$ cat config.mk
export PLATFORM = sky130hd
export DESIGN_NAME = qstripe_top
export DESIGN_NICKNAME = d
export VERILOG_FILES = /design/src/rtl/qstripe_pkg.sv /design/src/rtl/qstripe_lane_mux.sv /design/src/rtl/qstripe_addr_map.sv /design/src/rtl/qstripe_status.sv /design/src/rtl/qstripe_top.sv
export SDC_FILE = /design/constraint.sdc
export NUM_CORES = 1
export LEC_CHECK = 0
export BUFFER_PORTS_ARGS = -buffer_cell sky130_fd_sc_hd__buf_2
export CORE_MARGIN = 2
export CORE_UTILIZATION = 44
export DETAILED_ROUTE_END_ITERATION = 7
export PLACE_DENSITY = 0.86
export SYNTH_ARGS = -nofsm -noshare
export SYNTH_HDL_FRONTEND = slang
export SYNTH_SLANG_ARGS = --single-unit
$ cat constraint.sdc
create_clock -name clk -period 1.5 [get_ports clk]
set_input_delay 0.15 -clock clk [delete_from_list [all_inputs] [get_ports clk]]
set_output_delay 0.15 -clock clk [all_outputs]
set_load 0.03 [all_outputs]
$ cat src/rtl/qstripe_pkg.sv
package qstripe_pkg;
   typedef enum logic {MODE_SOLO = 1'b0, MODE_PAIR = 1'b1} stripe_mode_e;

   function automatic stripe_mode_e decode_mode(input logic sep_bus, input logic two_mem);
      return (sep_bus && two_mem) ? MODE_PAIR : MODE_SOLO;
   endfunction
endpackage

$ cat src/rtl/qstripe_lane_mux.sv
module qstripe_lane_mux #(
   parameter int LANES = 4
) (
   input  logic               clk,
   input  logic               rst_n,
   input  logic               pair,
   input  logic               tx_data_phase,
   input  logic [LANES-1:0]   tx_nib,
   input  logic [2*LANES-1:0] tx_byte,
   output logic [LANES-1:0]   io_lo_out,
   output logic [LANES-1:0]   io_hi_out,
   output logic               io_oe_hi,
   input  logic [LANES-1:0]   rx_lo,
   input  logic [LANES-1:0]   rx_hi,
   output logic [2*LANES-1:0] rx_byte
);
   localparam int BYTE_W = 2 * LANES;

   logic [LANES-1:0]  even_bits, odd_bits;
   logic [BYTE_W-1:0] woven;
   logic [LANES-1:0]  lo_n, hi_n;
   logic [BYTE_W-1:0] rx_n;

   for (genvar k = 0; k < LANES; k++) begin : g_lane
      assign even_bits[k]   = tx_byte[2*k];
      assign odd_bits[k]    = tx_byte[2*k+1];
      assign woven[2*k]     = rx_lo[k];
      assign woven[2*k+1]   = rx_hi[k];
   end

   always_comb begin
      if (!pair) begin
         lo_n = tx_nib;
         hi_n = '0;
         rx_n = {{LANES{1'b0}}, rx_lo};
      end else begin
         lo_n = tx_data_phase ? even_bits : tx_nib;
         hi_n = tx_data_phase ? odd_bits  : tx_nib;
         rx_n = woven;
      end
   end

   always_ff @(posedge clk or negedge rst_n) begin
      if (!rst_n) begin
         io_lo_out <= '0;
         io_hi_out <= '0;
         io_oe_hi  <= 1'b0;
         rx_byte   <= '0;
      end else begin
         io_lo_out <= lo_n;
         io_hi_out <= hi_n;
         io_oe_hi  <= pair;
         rx_byte   <= rx_n;
      end
   end

   assert_cmd_mirror_R2: assert property (@(posedge clk) disable iff (!rst_n)
      (pair && !tx_data_phase) |=> (io_lo_out == io_hi_out) && io_oe_hi);
   assert_odd_lane_R3: assert property (@(posedge clk) disable iff (!rst_n)
      (pair && tx_data_phase) |=> (io_hi_out[0] == $past(tx_byte[1])) && (io_lo_out[0] == $past(tx_byte[0])));
   assert_merge_R4: assert property (@(posedge clk) disable iff (!rst_n)
      pair |=> (rx_byte[1] == $past(rx_hi[0])) && (rx_byte[0] == $past(rx_lo[0])));
   assert_solo_quiet_R5: assert property (@(posedge clk) disable iff (!rst_n)
      !pair |=> !io_oe_hi && (io_hi_out == '0) && (rx_byte[BYTE_W-1:LANES] == '0));
endmodule

$ cat src/rtl/qstripe_addr_map.sv
module qstripe_addr_map #(
   parameter int AW        = 32,
   parameter int BANK_LOG2 = 24,
   parameter int BW        = AW - BANK_LOG2
) (
   input  logic          clk,
   input  logic          rst_n,
   input  logic          pair,
   input  logic          req_valid,
   input  logic [AW-1:0] req_addr,
   input  logic [AW-1:0] req_len,
   output logic          acc_valid,
   output logic          acc_err,
   output logic [AW-1:0] acc_dev_addr,
   output logic [BW-1:0] acc_bank,
   output logic [AW-1:0] acc_len
);
   localparam logic [AW:0]   SOLO_BYTES = {{AW{1'b0}}, 1'b1} << BANK_LOG2;
   localparam logic [AW:0]   PAIR_BYTES = SOLO_BYTES << 1;
   localparam logic [AW-1:0] SOLO_MASK  = SOLO_BYTES[AW-1:0] - 1'b1;
   localparam logic [AW-1:0] PAIR_MASK  = PAIR_BYTES[AW-1:0] - 1'b1;

   if (BANK_LOG2 + 1 >= AW) begin : g_bad_bank
      $error("qstripe_addr_map: BANK_LOG2 must leave room for a doubled bank");
   end
   if (BW != AW - BANK_LOG2) begin : g_bad_bw
      $error("qstripe_addr_map: BW must equal AW - BANK_LOG2");
   end

   logic          odd_n;
   logic [AW-1:0] dev_n, shifted, offs, len_n;
   logic [AW:0]   room;

   always_comb begin
      odd_n   = pair && (req_addr[0] || req_len[0]);
      dev_n   = pair ? (req_addr >> 1) : req_addr;
      shifted = pair ? (req_addr >> (BANK_LOG2 + 1)) : (req_addr >> BANK_LOG2);
      offs    = req_addr & (pair ? PAIR_MASK : SOLO_MASK);
      room    = (pair ? PAIR_BYTES : SOLO_BYTES) - {1'b0, offs};
      if (odd_n)                     len_n = '0;
      else if ({1'b0, req_len} < room) len_n = req_len;
      else                           len_n = room[AW-1:0];
   end

   always_ff @(posedge clk or negedge rst_n) begin
      if (!rst_n) begin
         acc_valid    <= 1'b0;
         acc_err      <= 1'b0;
         acc_dev_addr <= '0;
         acc_bank     <= '0;
         acc_len      <= '0;
      end else begin
         acc_valid <= req_valid;
         if (req_valid) begin
            acc_err      <= odd_n;
            acc_dev_addr <= dev_n;
            acc_bank     <= shifted[BW-1:0];
            acc_len      <= len_n;
         end
      end
   end

   assert_reject_empty_R7: assert property (@(posedge clk) disable iff (!rst_n)
      acc_err |-> (acc_len == '0));
   assert_clip_bound_R9: assert property (@(posedge clk) disable iff (!rst_n)
      (acc_valid && !acc_err) |-> (acc_len <= $past(req_len)));
   assert_strobe_R12: assert property (@(posedge clk) disable iff (!rst_n)
      acc_valid |-> $past(req_valid));
   assert_hold_R12: assert property (@(posedge clk) disable iff (!rst_n)
      !req_valid |=> $stable(acc_dev_addr) && $stable(acc_len));
endmodule

$ cat src/rtl/qstripe_status.sv
module qstripe_status #(
   parameter int SW      = 8,
   parameter int WIP_BIT = 0
) (
   input  logic          clk,
   input  logic          rst_n,
   input  logic          pair,
   input  logic          sts_valid,
   input  logic [SW-1:0] sts_lo,
   input  logic [SW-1:0] sts_hi,
   output logic [SW-1:0] sts_lo_q,
   output logic [SW-1:0] sts_hi_q,
   output logic          busy
);
   if (WIP_BIT >= SW) begin : g_bad_wip
      $error("qstripe_status: WIP_BIT outside status width");
   end

   always_ff @(posedge clk or negedge rst_n) begin
      if (!rst_n) begin
         sts_lo_q <= '0;
         sts_hi_q <= '0;
         busy     <= 1'b0;
      end else if (sts_valid) begin
         sts_lo_q <= sts_lo;
         sts_hi_q <= pair ? sts_hi : '0;
         busy     <= sts_lo[WIP_BIT] || (pair && sts_hi[WIP_BIT]);
      end
   end

   assert_busy_source_R10: assert property (@(posedge clk) disable iff (!rst_n)
      busy |-> (sts_lo_q[WIP_BIT] || sts_hi_q[WIP_BIT]));
   assert_status_hold_R10: assert property (@(posedge clk) disable iff (!rst_n)
      !sts_valid |=> $stable(busy) && $stable(sts_lo_q));
endmodule

$ cat src/rtl/qstripe_top.sv
module qstripe_top
   import qstripe_pkg::*;
#(
   parameter int AW            = 32,
   parameter int LANES         = 4,
   parameter int BANK_LOG2     = 24,
   parameter int DEV_PAGE_LOG2 = 8,
   parameter int DEV_CAP_LOG2  = 24,
   parameter int SECT_LOG2     = 12,
   parameter int BLK_LOG2      = 15
) (
   input  logic                    clk,
   input  logic                    rst_n,
   input  logic                    cfg_sep_bus,
   input  logic                    cfg_two_mem,
   input  logic                    req_valid,
   input  logic [AW-1:0]           req_addr,
   input  logic [AW-1:0]           req_len,
   output logic                    acc_valid,
   output logic                    acc_err,
   output logic [AW-1:0]           acc_dev_addr,
   output logic [AW-BANK_LOG2-1:0] acc_bank,
   output logic [AW-1:0]           acc_len,
   input  logic                    tx_data_phase,
   input  logic [LANES-1:0]        tx_nib,
   input  logic [2*LANES-1:0]      tx_byte,
   output logic [LANES-1:0]        io_lo_out,
   output logic [LANES-1:0]        io_hi_out,
   output logic                    io_oe_hi,
   input  logic [LANES-1:0]        rx_lo,
   input  logic [LANES-1:0]        rx_hi,
   output logic [2*LANES-1:0]      rx_byte,
   input  logic                    sts_valid,
   input  logic [7:0]              sts_lo,
   input  logic [7:0]              sts_hi,
   output logic [7:0]              sts_lo_q,
   output logic [7:0]              sts_hi_q,
   output logic                    busy,
   output logic [5:0]              geo_page_log2,
   output logic [5:0]              geo_sect_log2,
   output logic [5:0]              geo_blk_log2,
   output logic [5:0]              geo_bank_log2,
   output logic [5:0]              geo_cap_log2
);
   localparam int BW = AW - BANK_LOG2;

   if (DEV_CAP_LOG2 + 1 > AW || DEV_CAP_LOG2 > 62) begin : g_bad_cap
      $error("qstripe_top: paired capacity does not fit the address width");
   end
   if (LANES != 4) begin : g_bad_lanes
      $error("qstripe_top: status and nibble paths assume four lanes");
   end

   stripe_mode_e mode;
   logic         pair;
   logic [5:0]   bump;

   assign mode = decode_mode(cfg_sep_bus, cfg_two_mem);
   assign pair = (mode == MODE_PAIR);
   assign bump = {5'b0, pair};

   assign geo_page_log2 = 6'(DEV_PAGE_LOG2) + bump;
   assign geo_sect_log2 = 6'(SECT_LOG2) + bump;
   assign geo_blk_log2  = 6'(BLK_LOG2) + bump;
   assign geo_bank_log2 = 6'(BANK_LOG2) + bump;
   assign geo_cap_log2  = 6'(DEV_CAP_LOG2) + bump;

   qstripe_addr_map #(.AW(AW), .BANK_LOG2(BANK_LOG2), .BW(BW)) u_addr (
      .clk(clk), .rst_n(rst_n), .pair(pair),
      .req_valid(req_valid), .req_addr(req_addr), .req_len(req_len),
      .acc_valid(acc_valid), .acc_err(acc_err), .acc_dev_addr(acc_dev_addr),
      .acc_bank(acc_bank), .acc_len(acc_len));

   qstripe_lane_mux #(.LANES(LANES)) u_lanes (
      .clk(clk), .rst_n(rst_n), .pair(pair),
      .tx_data_phase(tx_data_phase), .tx_nib(tx_nib), .tx_byte(tx_byte),
      .io_lo_out(io_lo_out), .io_hi_out(io_hi_out), .io_oe_hi(io_oe_hi),
      .rx_lo(rx_lo), .rx_hi(rx_hi), .rx_byte(rx_byte));

   qstripe_status #(.SW(8), .WIP_BIT(0)) u_sts (
      .clk(clk), .rst_n(rst_n), .pair(pair), .sts_valid(sts_valid),
      .sts_lo(sts_lo), .sts_hi(sts_hi),
      .sts_lo_q(sts_lo_q), .sts_hi_q(sts_hi_q), .busy(busy));

   assert_solo_geometry_R1: assert property (@(posedge clk) disable iff (!rst_n)
      !(cfg_sep_bus && cfg_two_mem) |-> (geo_bank_log2 == 6'(BANK_LOG2)));
   assert_pair_geometry_R11: assert property (@(posedge clk) disable iff (!rst_n)
      (cfg_sep_bus && cfg_two_mem) |-> (geo_page_log2 == 6'(DEV_PAGE_LOG2 + 1)));
endmodule

Word-level counts from Yosys, hierarchy flattened

Cells that the tools add are included.

Add/subtract/negate cells: 5
Magnitude comparators: 1
Multiplexer cells: 13
Bitwise operators: 1
Reduce and logical (&&, ||, !) cells: 5

Operators with widths:

| cell                                       | count |
|---|---|
| 2-to-1 mux 32 bit                          | 3 |
| < comparator 32 x 33 -> 1 bit              | 1 |
| subtractor 33 x 32 -> 33 bit               | 1 |
| bitwise AND 32 bit                         | 1 |
| 2-to-1 mux 26 bit                          | 1 |
| 2-to-1 mux 25 bit                          | 1 |
| 2-to-1 mux 8 bit                           | 3 |
| 2-to-1 mux 4 bit                           | 4 |
| adder 4 x 1 -> 5 bit, first input constant | 3 |
| adder 5 x 1 -> 6 bit, first input constant | 1 |
| logical AND 1 bit                          | 3 |
| logical OR 1 bit                           | 2 |
| 2-to-1 mux 1 bit                           | 1 |

Register bits: 108
Input port bits: 107
Output and inout bits: 138

Logic depth before layout (Yosys ltp)

Gate-level depths: netlist (run 1).

Depth after elaboration: 8
Gate-level depth with buffers: 14

Cells and area by module

Synthesis (run 1) repeated with hierarchy kept, for this count alone.

Cell total of the unflattened synthesis: 604
Area, all modules: 5919.4 um2

By module, submodules not included:

| module           | instances | cells each | area each (um2) | sequential area each (um2) |
|---|---|---|---|---|
| qstripe_addr_map | 1         | 476        | 4361.7          | 1651.6 |
| qstripe_status   | 1         | 56         | 679.4           | 425.4 |
| qstripe_lane_mux | 1         | 39         | 643.1           | 425.4 |
| qstripe_top      | 1         | 33         | 235.2           | 0.0 |

Least setup slack after synthesis (run 1)

OpenSTA, ideal clock, no wires.

Path type: input to register
Start point: in req_addr[2]
End point: reg u_addr.acc_len[18]
Data arrival time: 3.199 ns
Path slack: -1.831 ns
Stages: 13
Path buffers: 2
Path through: clkbuf_1 nor4_4 nand3_1 nor4_2 xor2_1 ha_1 nand4_1 or4_4 or2_0 o32a_1 buf_6 and4_1 or3_1

Longest elaborated chain between the ends: 5

RTL lines:

| element                        | RTL line               | text |
|---|---|---|
| from (decl)                    | qstripe_top.sv:17      | `input logic [AW-1:0] req_addr,` |
| bitwise AND 32 bit *           | qstripe_addr_map.sv:38 | `offs = req_addr & (pair ? PAIR_MASK : SOLO_MASK);` |
| subtractor 33 x 32 -> 33 bit * | qstripe_addr_map.sv:39 | `room = (pair ? PAIR_BYTES : SOLO_BYTES) - {1'b0, offs};` |
| < comparator 32 x 33 -> 1 bit  | qstripe_addr_map.sv:41 | `else if ({1'b0, req_len} < room) len_n = req_len;` |
| 2-to-1 mux 32 bit *            | qstripe_addr_map.sv:41 |  |
| 2-to-1 mux 32 bit *            | qstripe_addr_map.sv:40 | `if (odd_n) len_n = '0;` |
| to (signal assigned)           | qstripe_addr_map.sv:58 | `acc_len <= len_n;` |
| to (decl)                      | qstripe_addr_map.sv:16 | `output logic [AW-1:0] acc_len` |

Every way passes the cells marked *; elsewhere a longest branch is shown, timed or not.
A chain may end at the register's enable or synchronous reset.

Final worst setup path (run 1)

Start point: in req_addr[8]
End point: reg u_addr.acc_len[14]

Same word-level chain as after synthesis.

==> results of run 1 <==
-- synth_stat cells (2+ instances only) --
library cell | instances | area share
dfrtp_1 | 100 | 0.42
nor2_1 | 62 | 0.039
a21oi_1 | 43 | 0.036
buf_4 | 37 | 0.047
mux2i_1 | 35 | 0.059
nand2_1 | 34 | 0.021
ha_1 | 32 | 0.067
nand4_1 | 26 | 0.027
clkbuf_1 | 24 | 0.015
inv_1 | 23 | 0.015
nand3_1 | 17 | 0.014
nor3_1 | 16 | 0.013
mux2_2 | 15 | 0.028
xor2_1 | 13 | 0.019
a22oi_1 | 10 | 0.013
and4_1 | 9 | 0.013
xnor2_1 | 8 | 0.012
and3_1 | 7 | 0.0074
o22ai_1 | 7 | 0.0074
o32ai_1 | 7 | 0.010
or3_1 | 7 | 0.0074
a22o_1 | 6 | 0.0088
buf_1 | 6 | 0.0038
buf_2 | 6 | 0.0051
o32a_1 | 6 | 0.010
o21ai_0 | 5 | 0.0042
nor4_1 | 4 | 0.0042
o311ai_1 | 4 | 0.0059
o311ai_0 | 3 | 0.0044
or2_2 | 3 | 0.0032
a21o_1 | 2 | 0.0025
a221oi_1 | 2 | 0.0029
a32oi_1 | 2 | 0.0029
conb_1 | 2 | 0.0013
nand4b_1 | 2 | 0.0029
nor4_2 | 2 | 0.0042
nor4_4 | 2 | 0.0072
o21a_1 | 2 | 0.0025
or4_1 | 2 | 0.0025
-- state kept, by name, summed over array words and instances, names as in the netlist --
| signal | cells |
|---|---|
| u_addr.acc_valid | 1 |
| u_lanes.io_oe_hi | 1 |
| u_addr.acc_dev_addr | 24 |
| u_lanes.io_lo_out | 4 |
| u_sts.busy | 1 |
| u_lanes.io_hi_out | 4 |
| u_addr.acc_err | 1 |
| u_sts.sts_lo_q | 8 |
| u_sts.sts_hi_q | 8 |
| u_addr.acc_len | 32 |
| u_lanes.rx_byte | 8 |
| u_addr.acc_bank | 8 |
-- report_power, final --
part	internal, µW	total, µW	leakage (µW)	switching (µW)
registers	2980	3140	0.00121	161
clock network	1340	2490	0.000156	1150
logic	1000	2720	0.00306	1720
total	5320	8350	0.00442	3030
-- worst paths after layout --
| check | start | end | slack, ns | cells after the start |
|---|---|---|---|---|
| setup reg to reg | u_addr.acc_len[14] | u_addr.acc_len[14] | 0.50 | 3 |
| hold / removal | tx_byte[4] | u_lanes.io_lo_out[2] | 0.02 | 2 |
| hold reg to reg | u_addr.acc_len[13] | u_addr.acc_len[13] | 0.50 | 2 |
| max in group asynchronous | rst_n | u_sts.sts_lo_q[2] | 0.81 | 3 |
| setup / recovery | req_addr[8] | u_addr.acc_len[14] | -1.84 | 17 |
| min in group asynchronous | rst_n | u_addr.acc_len[27] | 0.18 | 2 |
-- critical path: stages --
cell	delay, ns
buf_8	0.10
nor4_4	0.25
buf_4	0.19
nand4_4	0.18
buf_6	0.17
nor4_4	0.23
xor2_1	0.13
ha_1	0.35
nand4_1	0.10
or4_4	0.44
buf_6	0.15
a2111oi_4	0.21
buf_4	0.20
nor2_4	0.06
buf_4	0.20
o32a_1	0.33
o311ai_1	0.13
-- cell families after synthesis --
logic type,share of synthesized area
AO/OA/AOI/OAI,0.124
XOR/XNOR,0.0310
adder cells (fa/ha/maj),0.0674
buffers and inverters,0.0878
flip-flops,0.421
multiplexers,0.0874
other,0.00126
AND/OR/NAND/NOR,0.179
-- area by class of cell --
type	instances	area, µm²	area share
Clock buffer	9	225	0.0259
Clock inverter	7	86.3	0.00993
Inverter	24	90.1	0.0104
Multi-Input combinational cell	440	3240	0.372
Sequential cell	100	2500	0.288
Tap cell	176	220	0.0253
Timing Repair Buffer	361	2330	0.268
-- layer usage --
layer  vias to the layer above  track usage  routed length [µm]
met3                        58       0.0443                1280
met5                         -            0                   0
met2                       276        0.440                9740
met4                         0        0.122                 696
li1                       2813            -                   -
met1                      2948        0.325                7900
-- cell usage in the layout (no fill, tap or decap), drive strengths merged, types with 7 or more instances in the layout --
cell type,n
and3,7
xor2,13
dfrtp,100
nand3,18
o311ai,7
buf,357
clkbuf,11
and4,9
conb,27
nor4,8
a21oi,43
a22oi,10
o22ai,7
nand2,34
nor2,63
nor3,16
or3,7
xnor2,8
inv,29
ha,32
o32ai,7
mux2i,35
nand4,27
mux2,15
-- metrics by stage --
| step | hold slack (ns) | utilization | TNS (ns) |
|---|---|---|---|
| 2_1_floorplan | -0.146 | - | -54.14 |
| 3_3_place_gp | 0.0182 | 0.591 | -63.06 |
| 3_5_place_dp | 0.0155 | 0.591 | -67.92 |
| 4_1_cts | 0.00752 | 0.643 | -47.77 |
| 5_1_grt | 0.0169 | 0.659 | -57.61 |
| 6_report | 0.0157 | 0.659 | -52.94 |
-- timing repair --
item	in CTS	in global routing
pin swaps	14	5
buffers inserted	19	11
gates resized for setup	42	13
endpoints found under the hold margin	101	0
hold buffers	2	0
endpoints found under the setup margin	32	36
cloned	0	3
==> metrics, run 1 <==
status=finished, violations left; violated checks=negative setup slack; Vias/cell=5.46; ant diodes=0; RD Place Congestion=0.977; Crit Path Class=input pin to flop; total congestion overflow=0; Synth Cell Area=5940 µm²; Core Rows=42; max-slew violation count=0; total CTS buffers=9; later-pin clock latency in the skew report=0.36 ns; Post-Route WL=19600 µm; CTS sink count=100; Arr. time, crit path=3.56 ns; HP Class=input pin to flop; Initial DRC Count=467; IO Count=245; Post-Layout Cell Count=1117; RSZ-0062 raised after global routing=true; Leak=0.00442 µW; Power, Total=8350 µW; dpl hpwl=13700 µm; Inst Count DP=1066; number of synthesized flops with an enable pin=0; Syn Area/Cell=9.70 µm²; final net count=1075; number of global-route vias before repair=5955; Final WS setup=-1.84 ns; area delta synth->final=46.5%; area of the die=14400 µm²; layout cell share with drive strength beyond 1=0.454; CTS root buffer=clkbuf_16; initial core utilization=0.450; CP max FO=9; Port Buffers=223; crit path time final=3.34 ns; DP Worst Slack=-2.17 ns; Worst Path Required=1.72 ns; Worst Setup End Kind=flop; CTS tree=done; register bit total from synthesis=100; DIE WIDTH=120 µm; Final Cycle Share=2.22; DR pass1 iterations=5; Setup crit start kind=input pin; post-route antenna net violation count=0; clock buffer depth=2; Power Density=960 nW/µm²; vias=6095; Post-synth ARST share=1.00; ys flop type=dfrtp_1; GRT Util Overall=0.260; final-layout fill cell count=1030; Synthesis Warnings=0; # DRC=0; Distinct cells, synth=58; Reg clk slew, reported paths=0.08 ns; total of max-cap violations=0; total core area=13200 µm²; initial antenna violation count=0; Finished Cell Area=8700 µm²; die height=120 µm; WL per Instance=17.6 µm; IR drop worst, VDD=0.581 mV; Seq/Total Area, Yosys=0.421; Worst Skew=0 ns; largest net degree at the start of global routing=50; final setup vio count=32; number of H-tree levels=3; first-pass GRT wire length=29600 µm; Fin. Hold Viols=0; DP Area=7790 µm²; fmax=300 MHz; cells after synthesis=612
Power figures use the tool's default switching activity.
==> run 2, diff against run 1 <==
--- a/config.mk
+++ b/config.mk
@@ -7,9 +7,9 @@
 export LEC_CHECK = 0
 export BUFFER_PORTS_ARGS = -buffer_cell sky130_fd_sc_hd__buf_2
 export CORE_MARGIN = 2
-export CORE_UTILIZATION = 44
+export CORE_UTILIZATION = 49
 export DETAILED_ROUTE_END_ITERATION = 7
-export PLACE_DENSITY = 0.86
+export PLACE_DENSITY = 0.9
 export SYNTH_ARGS = -nofsm -noshare
 export SYNTH_HDL_FRONTEND = slang
 export SYNTH_SLANG_ARGS = --single-unit
==> constraint.sdc (replaced) <==
create_clock -name clk -period 3.2 [get_ports clk]
set_input_delay 0.32 -clock clk [delete_from_list [all_inputs] [get_ports clk]]
set_output_delay 0.32 -clock clk [all_outputs]
set_load 0.03 [all_outputs]
==> metrics, run 2 (synthesis results as in run 1) <==
status=finished, violations left (unchanged); violated checks=negative setup slack (unchanged); Leak=0.00431 µW (was 0.00442 µW); number of global-route vias before repair=5782 (was 5955); DIE WIDTH=114 µm (was 120 µm); CTS tree=done (unchanged); Power, Total=3920 µW (was 8350 µW); Port Buffers=223 (unchanged); Initial DRC Count=521 (was 467); Worst Path Required=3.44 ns (was 1.72 ns); r2r setup slk=2.16 ns (was 0.50 ns); total core area=11900 µm² (was 13200 µm²); sequential cell area=2500 µm² (unchanged); Tightest Pin Transition=0.875 ns; number of H-tree levels=3 (unchanged); final net count=1053 (was 1075); max FFs per register=32 (unchanged); IR drop worst, VDD=0.339 mV (was 0.581 mV); final-layout fill cell count=877 (was 1030); clock buffer depth=2 (unchanged); Final WS setup=-0.300 ns (was -1.84 ns); CTS sink count=100 (unchanged); dpl hpwl=13600 µm (was 13700 µm); Post-Route WL=19800 µm (was 19600 µm); Finished Cell Area=8550 µm² (was 8700 µm²); # DRC=0 (unchanged); leading cell type in the layout, fill and taps excluded=buf_2 (unchanged); GRT Util Overall=0.290 (was 0.260); ant diodes=0 (unchanged); RSZ-0062 raised after global routing=true (unchanged); WL per Instance=18.6 µm (was 17.6 µm); fmax=286 MHz; total CTS buffers=9 (unchanged); area delta synth->final=43.9% (was 46.5%); crit path time final=3.50 ns; vias=6057 (was 6095); Slew HR=0.416; first-pass GRT wire length=29500 µm (was 29600 µm); Worst Skew=0 ns (unchanged); IO Count=245 (unchanged); max-slew violation count=0 (unchanged); total congestion overflow=0 (unchanged); Post-Layout Cell Count=1066 (was 1117); CP max FO=12 (was 9); total of max-cap violations=0 (unchanged); layout cell share with drive strength beyond 1=0.458 (was 0.454); Top Registers=u_addr.acc_len: 32 flops, u_addr.acc_dev_addr: 24 flops (unchanged); Setup TNS=-7.63 ns (was -52.94 ns); post-route antenna net violation count=0 (unchanged); Vias/cell=5.68 (was 5.46); Core Rows=40 (was 42); final setup vio count=32 (unchanged); die height=114 µm (was 120 µm); most frequent cells in the layout=218 x buf_2, 103 x buf_4, 100 x dfrtp_1 (was 217 x buf_2, 122 x buf_4, 100 x dfrtp_1); largest net degree at the start of global routing=77 (was 50); Fin. Hold Viols=0 (unchanged); Arr. time, crit path=3.74 ns (was 3.56 ns); area of the multi-input gates=3350 µm² (was 3240 µm²); Final Cycle Share=1.09; Biggest register=u_addr.acc_len (unchanged); DP Worst Slack=-0.745 ns (was -2.17 ns); Worst Setup End Kind=flop (unchanged); initial antenna violation count=0 (unchanged); RD Place Congestion=0.914 (was 0.977); DR pass1 iterations=5 (unchanged); HP Class=input pin to asynchronous set/reset pin (was input pin to flop); area of the die=13000 µm² (was 14400 µm²); initial core utilization=0.499 (was 0.450); CTS root buffer=clkbuf_16 (unchanged); later-pin clock latency in the skew report=0.35 ns (was 0.36 ns); DP Area=7570 µm² (was 7790 µm²); Power Density=458 nW/µm² (was 960 nW/µm²); Setup crit start kind=input pin (unchanged); Crit Path Class=input pin to flop (unchanged); Inst Count DP=1018 (was 1066); Reg clk slew, reported paths=0.08 ns (about the same)
==> run 2: changes by cell type in the layout (fill, tap and decap cells not counted), sizes merged <==
cell / before / now
clkbuf: 11 / 10
clkinv: 1 / 0
buf: 357 / 337
dlygate4sd3: 2 / 0
o32a: 6 / 7
clkinvlp: 0 / 1
==> run 2: critical path, cell delays in order <==
cell       delay [ns]
buf_8            0.10
nor4_4           0.26
buf_4            0.19
nand4_4          0.11
buf_4            0.17
buf_6            0.11
nor2_1           0.15
xor2_1           0.32
ha_1             0.22
nand4_1          0.09
or4_4            0.59
a2111oi_4        0.30
buf_4            0.20
nor2_4           0.06
buf_6            0.17
o32a_1           0.30
o311ai_1         0.08
==> run 2: stage by stage <==
stage,hold WS [ns],utilization
final,0.0647,0.718
after global routing,0.0523,0.718
after CTS,0.0585,0.692
after detailed placement,0.432,0.636
after global placement,0.430,0.636
after floorplan,0.0244,-
==> run 2: worst paths after layout <==
path / from / endpoint / cells after the start
setup reg to reg: u_addr.acc_len[23] / u_addr.acc_len[23] / 3
hold / removal: rst_n / u_sts.sts_lo_q[3] / 1
max in group asynchronous: rst_n / u_addr.acc_len[26] / 2
min in group clk: rx_lo[0] / u_lanes.rx_byte[0] / 1
setup / recovery: req_addr[9] / u_addr.acc_len[16] / 17
hold reg to reg: u_addr.acc_len[13] / u_addr.acc_len[13] / 2
==> run 2: repair_timing <==
item	4_1_cts	5_1_grt
hold buffers	0	0
buffers inserted	18	12
gates resized for setup	39	35
endpoints found under the setup margin	32	32
gates cloned	1	2
pin swaps	32	40
==> run 2: cell type report <==
class / instances / share of cell area
Clock buffer: 9 / 0.0263
Sequential cell: 100 / 0.293
Timing Repair Buffer: 338 / 0.246
Clock inverter: 7 / 0.0104
Tap cell: 147 / 0.0215
Inverter: 24 / 0.0105
Multi-Input combinational cell: 441 / 0.392
==> run 2: power breakdown <==
| group | leakage (µW) | internal (µW) | switching [µW] | total, µW |
|---|---|---|---|---|
| sequential | 0.00121 | 1400 | 76.7 | 1470 |
| combinational | 0.00294 | 456 | 817 | 1270 |
| clock | 0.000152 | 630 | 544 | 1170 |
==> run 2: layer usage <==
layer  vias up  wire length, µm  track usage
li1       2779                -            -
met1      2900             8030        0.376
met2       324             9700        0.486
met3        54             1450       0.0450
met5         -                0            0
met4         0              641        0.122
